[src/rtl/tmr16_pkg.sv]
package tmr16_pkg;

    typedef enum logic [1:0] {
        MD_FREE   = 2'd0,
        MD_CLEAR  = 2'd1,
        MD_UPDOWN = 2'd2,
        MD_FREQ   = 2'd3
    } mode_e;

    typedef enum logic [1:0] {
        CS_OFF      = 2'd0,
        CS_TICK     = 2'd1,
        CS_EVT_RISE = 2'd2,
        CS_EVT_FALL = 2'd3
    } csel_e;

    typedef struct packed {
        logic  sleep;
        logic  filt;
        logic  cap_rise;
        csel_e csel;
        mode_e mode;
    } ctrl_t;

    localparam int unsigned CTRL_W = $bits(ctrl_t);

endpackage

[src/rtl/tmr16_sync.sv]
module tmr16_sync #(
    parameter int unsigned STAGES = 2
) (
    input  logic clk,
    input  logic rst_n,
    input  logic din,
    output logic dout
);
    logic [STAGES-1:0] sync_d, sync_q;

    always_comb begin
        sync_d = {sync_q[STAGES-2:0], din};
    end

    always_ff @(posedge clk or negedge rst_n) begin
        if (!rst_n) sync_q <= '0;
        else        sync_q <= sync_d;
    end

    assign dout = sync_q[STAGES-1];
endmodule

[src/rtl/tmr16_capfilt.sv]
module tmr16_capfilt #(
    parameter int unsigned FILT_N = 4
) (
    input  logic clk,
    input  logic rst_n,
    input  logic din,
    input  logic filt_en,
    input  logic rise_sel,
    output logic edge_o
);
    typedef struct packed {
        logic [FILT_N-1:0] hist;
        logic              lvl;
    } st_t;

    st_t st_d, st_q;

    always_comb begin
        st_d      = st_q;
        st_d.hist = {st_q.hist[FILT_N-2:0], din};
        if (!filt_en)          st_d.lvl = din;
        else if (&st_q.hist)   st_d.lvl = 1'b1;
        else if (~|st_q.hist)  st_d.lvl = 1'b0;
        edge_o = rise_sel ? (st_d.lvl & ~st_q.lvl) : (~st_d.lvl & st_q.lvl);
    end

    always_ff @(posedge clk or negedge rst_n) begin
        if (!rst_n) st_q <= '0;
        else        st_q <= st_d;
    end
endmodule

[src/rtl/tmr16_engine.sv]
module tmr16_engine
    import tmr16_pkg::*;
#(
    parameter int unsigned W   = 16,
    parameter int unsigned NCH = 3
) (
    input  logic                    clk,
    input  logic                    rst_n,
    input  mode_e                   mode,
    input  logic                    step_i,
    input  logic                    load_i,
    input  logic [W-1:0]            lim_i,
    input  logic [NCH-1:0][W-1:0]   buf_i,
    input  logic                    cnt_we,
    input  logic [W-1:0]            cnt_wd,
    output logic [W-1:0]            cnt_o,
    output logic [NCH-1:0]          wave_o,
    output logic [NCH-1:0]          match_o,
    output logic                    ovf_o
);
    typedef struct packed {
        logic [W-1:0]          cnt;
        logic                  dn;
        logic [NCH-1:0][W-1:0] act;
        logic [NCH-1:0]        wave;
    } st_t;

    st_t          st_d, st_q;
    logic [W-1:0] nxt, lim;
    logic         dn_n, upd, wrap, go;

    always_comb begin
        st_d    = st_q;
        go      = step_i & ~cnt_we;
        lim     = (mode == MD_FREQ) ? st_q.act[0] : lim_i;
        nxt     = st_q.cnt + 1'b1;
        dn_n    = st_q.dn;
        upd     = 1'b0;
        wrap    = 1'b0;
        match_o = '0;
        case (mode)
            MD_FREE: begin
                if (st_q.cnt == '1) begin
                    wrap = 1'b1;
                    upd  = 1'b1;
                end
            end
            MD_CLEAR, MD_FREQ: begin
                if (st_q.cnt == lim) begin
                    nxt  = '0;
                    wrap = 1'b1;
                    upd  = 1'b1;
                end
            end
            default: begin
                if (lim == '0) begin
                    nxt = '0;
                end else if (!st_q.dn) begin
                    if (nxt >= lim) begin
                        dn_n = 1'b1;
                        upd  = 1'b1;
                    end
                end else begin
                    nxt = st_q.cnt - 1'b1;
                    if (nxt == '0) begin
                        dn_n = 1'b0;
                        wrap = 1'b1;
                    end
                end
            end
        endcase
        if (go) begin
            st_d.cnt = nxt;
            st_d.dn  = dn_n;
            for (int i = 0; i < NCH; i++) begin
                match_o[i] = (nxt == st_q.act[i]);
            end
            st_d.wave = st_q.wave ^ match_o;
            if (upd) st_d.act = buf_i;
        end
        ovf_o = go & wrap;
        if (load_i) st_d.act = buf_i;
        if (cnt_we) begin
            st_d.cnt = cnt_wd;
            st_d.dn  = 1'b0;
        end
    end

    always_ff @(posedge clk or negedge rst_n) begin
        if (!rst_n) st_q <= '0;
        else        st_q <= st_d;
    end

    assign cnt_o  = st_q.cnt;
    assign wave_o = st_q.wave;
endmodule

[src/rtl/tmr16_core.sv]
module tmr16_core
    import tmr16_pkg::*;
#(
    parameter int unsigned W      = 16,
    parameter int unsigned NCH    = 3,
    parameter int unsigned AW     = 4,
    parameter int unsigned FILT_N = 4,
    parameter int unsigned SYNC_N = 2
) (
    input  logic              clk,
    input  logic              rst_n,
    input  logic              wr_en,
    input  logic [AW-1:0]     addr,
    input  logic [W-1:0]      wdata,
    output logic [W-1:0]      rdata,
    input  logic              tick_i,
    input  logic              evt_i,
    input  logic              cap_i,
    output logic [NCH-1:0]    wave_o,
    output logic [NCH+1:0]    irq_o
);
    localparam int unsigned NF = NCH + 2;
    localparam logic [AW-1:0] AD_CTRL  = AW'(0);
    localparam logic [AW-1:0] AD_COUNT = AW'(1);
    localparam logic [AW-1:0] AD_LIM   = AW'(2);
    localparam logic [AW-1:0] AD_CMP0  = AW'(3);
    localparam logic [AW-1:0] AD_CAPT  = AW'(3 + NCH);
    localparam logic [AW-1:0] AD_FLAGS = AW'(4 + NCH);
    localparam logic [AW-1:0] AD_IEN   = AW'(5 + NCH);

    typedef struct packed {
        ctrl_t                 ctrl;
        logic [W-1:0]          lim;
        logic [NCH-1:0][W-1:0] cbuf;
        logic [W-1:0]          capt;
        logic [NF-1:0]         flags;
        logic [NF-1:0]         ien;
        logic                  evt_prev;
    } regs_t;

    regs_t          rg_d, rg_q;
    logic           evt_s, cap_s, cap_edge, step, cnt_we, flag_wr, ovf_ev;
    logic [W-1:0]   cnt;
    logic [NCH-1:0] match_ev;
    logic [NF-1:0]  clr_m, set_m;
    mode_e          mode_w;
    logic           sleep_w;

    tmr16_sync #(.STAGES(SYNC_N)) u_evt_sync (
        .clk(clk), .rst_n(rst_n), .din(evt_i), .dout(evt_s));
    tmr16_sync #(.STAGES(SYNC_N)) u_cap_sync (
        .clk(clk), .rst_n(rst_n), .din(cap_i), .dout(cap_s));

    tmr16_capfilt #(.FILT_N(FILT_N)) u_filt (
        .clk(clk), .rst_n(rst_n), .din(cap_s),
        .filt_en(rg_q.ctrl.filt), .rise_sel(rg_q.ctrl.cap_rise),
        .edge_o(cap_edge));

    tmr16_engine #(.W(W), .NCH(NCH)) u_eng (
        .clk(clk), .rst_n(rst_n), .mode(rg_q.ctrl.mode), .step_i(step),
        .load_i(rg_q.ctrl.csel == CS_OFF), .lim_i(rg_q.lim), .buf_i(rg_q.cbuf),
        .cnt_we(cnt_we), .cnt_wd(wdata), .cnt_o(cnt), .wave_o(wave_o),
        .match_o(match_ev), .ovf_o(ovf_ev));

    always_comb begin
        rg_d          = rg_q;
        rg_d.evt_prev = evt_s;
        mode_w        = rg_q.ctrl.mode;
        sleep_w       = rg_q.ctrl.sleep;
        case (rg_q.ctrl.csel)
            CS_TICK:     step = tick_i;
            CS_EVT_RISE: step = evt_s & ~rg_q.evt_prev;
            CS_EVT_FALL: step = ~evt_s & rg_q.evt_prev;
            default:     step = 1'b0;
        endcase
        step    = step & ~rg_q.ctrl.sleep;
        cnt_we  = wr_en && (addr == AD_COUNT);
        flag_wr = wr_en && (addr == AD_FLAGS);
        clr_m   = flag_wr ? wdata[NF-1:0] : '0;
        set_m   = {cap_edge & ~rg_q.ctrl.sleep, match_ev, ovf_ev};
        if (set_m[NF-1]) rg_d.capt = cnt;
        rg_d.flags = (rg_q.flags & ~clr_m) | set_m;
        if (wr_en) begin
            if (addr == AD_CTRL) rg_d.ctrl = ctrl_t'(wdata[CTRL_W-1:0]);
            if (addr == AD_LIM)  rg_d.lim  = wdata;
            if (addr == AD_IEN)  rg_d.ien  = wdata[NF-1:0];
            for (int i = 0; i < NCH; i++) begin
                if (addr == AD_CMP0 + AW'(i)) rg_d.cbuf[i] = wdata;
            end
        end
        rdata = '0;
        if (addr == AD_CTRL)  rdata[CTRL_W-1:0] = rg_q.ctrl;
        if (addr == AD_COUNT) rdata = cnt;
        if (addr == AD_LIM)   rdata = rg_q.lim;
        if (addr == AD_CAPT)  rdata = rg_q.capt;
        if (addr == AD_FLAGS) rdata[NF-1:0] = rg_q.flags;
        if (addr == AD_IEN)   rdata[NF-1:0] = rg_q.ien;
        for (int i = 0; i < NCH; i++) begin
            if (addr == AD_CMP0 + AW'(i)) rdata = rg_q.cbuf[i];
        end
    end

    always_ff @(posedge clk or negedge rst_n) begin
        if (!rst_n) rg_q <= '0;
        else        rg_q <= rg_d;
    end

    assign irq_o = rg_q.flags & rg_q.ien;
endmodule

[config.mk]
export PLATFORM = sky130hd
export DESIGN_NAME = tmr16_core
export DESIGN_NICKNAME = d
export VERILOG_FILES = /design/src/rtl/tmr16_pkg.sv /design/src/rtl/tmr16_sync.sv /design/src/rtl/tmr16_capfilt.sv /design/src/rtl/tmr16_engine.sv /design/src/rtl/tmr16_core.sv
export SDC_FILE = /design/constraint.sdc
export NUM_CORES = 1
export LEC_CHECK = 0
export ABC_AREA = 1
export CAP_MARGIN = 20
export CELL_PAD_IN_SITES_DETAIL_PLACEMENT = 2
export CELL_PAD_IN_SITES_GLOBAL_PLACEMENT = 2
export CORE_MARGIN = 8
export CORE_UTILIZATION = 34
export CTS_BUF_LIST = sky130_fd_sc_hd__clkbuf_8
export DETAILED_ROUTE_END_ITERATION = 6
export DONT_BUFFER_PORTS = 1
export GPL_ROUTABILITY_DRIVEN = 0
export HOLD_SLACK_MARGIN = 0.08
export PLACE_DENSITY = 0.83
export SYNTH_ARGS = -nofsm -noshare
export SYNTH_HDL_FRONTEND = slang
export SYNTH_SLANG_ARGS = --single-unit
[constraint.sdc]
create_clock -name clk -period 2.65 [get_ports clk]
set_input_delay 0.53 -clock clk [delete_from_list [all_inputs] [get_ports clk]]
set_output_delay 0.53 -clock clk [all_outputs]
set_load 0.01 [all_outputs]
==> impl_metrics.yaml <==
floorplan:
  core_mm2: 0.03156
  die_x_um: 195.1
  die_area_mm2: 0.03807
  start_util: 0.3457
  ioPinCount: 50
  std_cell_rows: 65
  die_h_um: 195.1
setup_path:
  max_stage_delay_ns: 0.52
  criticalPathCategory: "reg -> reg"
  worstPathRequired_ns: 3.10
  crit_slowest_cell: "dfrtp_2"
  critPathMaxFanout: 7
  worstReg2RegStart: "mode_w[0]"
  path_cells: "nand2_4 -> o21ai_2 -> ha_4 -> nor2_4 -> nand2_2 -> nor2_4 -> nand2_4 -> nor2_4 -> nand2_8 -> buf_12 -> nand3_1 -> nand2_2 -> nor2_2 -> nand3_2 -> nor2_4 -> nand2_4 -> buf_12 -> nand2_2"
  critPathLaunchType: "register"
  cpMostUsedCell: "nor2_4"
  cp.arrival_ns: 4.27
  cp-startpoint: "mode_w[0]"
  endpoint_kind: "register"
synth:
  synth.area.top_cells: "dfrtp_1 (40%), nand2_1 (20%), nand3_1 (7.4%)"
  syn_area_mm2: 0.01091
  synth_area_leader_cell: "dfrtp_1"
  syn_area_per_cell_um2: 6.755
  synth_warnings: 0
  synth_top_cell_area_share: 0.4014
  ys_seq_area_frac: 0.4014
  syn-num-nets: 1660
  synthCells: 1615
  synth_common_cells: "nand2_1 (585), inv_1 (185), dfrtp_1 (175), nand3_1 (161), nor2_1 (154)"
  synth-main-ff-cell: "dfrtp_1"
  ys_async_sr_fraction: 1.000
  synth.distinct_cells: 39
  synth_edf_count: 0
  ys_ff_latch: 175
  yosysMostFrequentCell: "nand2_1"
timing:
  setup_viol: 89
  finalCritPeriodShare: 1.443
  whs_ns: -0.3470
  slew_violations: 2
  layout_setup_ws_ns: -1.175
  min_period_ns: 3.825
  max_slew_margin: -0.2457
  tightestPinTransition_ns: 1.849
  grt_setup_unrepaired: "true"
  final-hold-violation-count: 175
  max_clock_freq_mhz: 261.4
  tns_ns: -63.63
  fin_skew_ns: 0.04885
global_routing:
  grt_pass1_wl_um: 116900
  grt_pass1_vias: 16200
  gr-total-overflow: 0
  grt.busiest_layer: "met2"
  grt_use_met3: 0.1252
  grt.total_usage: 0.4170
  grt_use_met1: 0.4693
  use_met2: 0.6631
  grt_antenna_before_repair: 10
  grt_max_degree: 176
clock_network:
  clk_latency_ns: 0.57
  cts_buffers: 17
  cts.clk_slew.worst_paths_ns: 0.14
  htreeDepth: 4
  hold_buffers: 2
  ctsLongestPathBuffers: 2
  cts_sinks: 175
  cts_root_buf: "clkbuf_8"
  cts_tree: "yes"
drt:
  vias: 15730
  drc_errors: 0
  totalWireLength_um: 97090
  firstDrtPassIters: 6
  drt-initial-drc-count: 2332
  wl_per_cell_um: 42.83
  vias_per_cell: 6.939
  antenna_left: 0
place:
  portBuffers: 0
  placed_area_mm2: 0.01291
  post-dp-hpwl_um: 45270
finish:
  syn_to_final_growth_pct: 49.05
  nFillCells: 3459
  nets: 1895
  fin_area_mm2: 0.01626
  drive_gt1_frac: 0.3747
pwr:
  swShare: 0.5706
  internal-power_w: 0.008257
  leakagePower_nw: 8.069
  power_w: 0.01923
  pwr-share-clk: 0.109
  pwr_density_cell_mw_per_mm2: 1183
  power.switching_w: 0.01097
  combPwrFrac: 0.647
  p_seq_frac: 0.244
  ir_drop_v: 0.0005107
flow_run:
  maxCapViolations: 1
min_path:
  holdCritPathClass: "in -> async"
outcome:
  violations: "negative hold slack, max-capacitance violations, max-slew violations, negative setup slack"
  status: "complete, but fails checks"
-- per-stage QoR --
step	instances	utilization	setup WS, ns
finish	2267	0.5153	-1.175
global route	2265	0.5151	-1.084
CTS	2242	0.4663	-0.4763
detailed placement	2175	0.4092	-0.8092
global placement	2175	0.4092	-0.4768
floorplan	1615	-	0.009596
-- state kept, by name (all words and copies together), names as in the netlist --
signal             cells
u_evt_sync.sync_q      2
sleep_w                1
u_eng.cnt_o           16
u_eng.wave_o           3
u_filt.st_q            2
rg_q                  95
u_cap_sync.sync_q      2
u_filt.st_d            3
mode_w                 2
u_eng.st_q            49
-- worst max-delay path, delay by kind of cell (launching register included) --
kind | cells | cell delay [ns]
simple gates | 14 | 2.20
buf+inv | 2 | 0.35
compound gates | 1 | 0.32
fa+ha+maj | 1 | 0.28
flops | 1 | 0.52
-- kinds of logic (layout without fill, tap and decap cells) --
logic type	Yosys count	in the layout	share of synthesized area
simple gates	958	959	0.3644
buf+inv	259	506	0.09485
compound gates	190	190	0.1063
flops	175	175	0.4014
fa+ha+maj	19	19	0.02179
xor+xnor	14	14	0.01124
other cells	0	2	0
-- routing by layer --
| metal | vias up | routed length, µm |
|---|---|---|
| li1 | 5635 | - |
| met1 | 7906 | 34280 |
| met2 | 1568 | 40860 |
| met3 | 607 | 13070 |
| met4 | 14 | 8762 |
| met5 | - | 118 |
-- cell usage in the layout (no fill, tap or decap), drive strengths merged --
cell type and count:
a211oi 2, a21o 1, a21oi 16, a221o 3, a221oi 9, a31oi 1
and2 2, buf 278, clkbuf 22, clkinv 7, clkinvlp 5, dfrtp 175
diode 2, dlygate4sd3 2, ha 19, inv 192, nand2 591, nand3 162
nand3b 26, nand4 12, nor2 158, nor3 7, nor4 1, o2111ai 8
o211a 1, o211ai 3, o21ai 115, o21bai 1, o221ai 24, o22ai 4
o31ai 1, o41ai 1, xor2 14
-- power by group through the flow --
| stage | clock [W] | combinational (W) | sequential (W) |
|---|---|---|---|
| finish | 0.00210 | 0.0124 | 0.00469 |
| global route | 0.00212 | 0.0124 | 0.00461 |
| CTS | 0.00186 | 0.00896 | 0.00428 |
| detailed placement | 0 | 0.00722 | 0.00422 |
| global placement | 0 | 0.00653 | 0.00411 |
| floorplan | 0 | 0.00374 | 0.00382 |
-- area by class of cell --
class                      count  area, µm²  area share
timing repair buffer         285       2695      0.1657
multi-input combinational   1182       7560      0.4649
tap                          402      503.0     0.03093
sequential                   175       4395      0.2703
clock buffer                  17      234.0     0.01439
clock inverter                15      111.4    0.006848
antenna                        2      5.005   0.0003078
inverter                     189      757.0     0.04655
-- timing repair --
action                     in CTS  in global routing
gates resized for setup       289                300
pin swaps                      39                 47
hold endpoints to repair      177                175
cloned                          6                  7
setup buffers                  27                 20
setup endpoints to repair      85                 88
-- worst paths after layout --
path,to,cells after the start,slack [ns]
min in group clk,rg_q[36],2,0.36
setup / recovery,rg_q[7],18,-1.18
hold reg to reg,u_cap_sync.sync_q[1],0,0.38
setup reg to reg,rg_q[7],18,-1.18
hold / removal,u_eng.st_q[42],0,-0.35
max in group asynchronous,u_eng.cnt_o[13],0,2.72
Power figures use the tool's default switching activity.
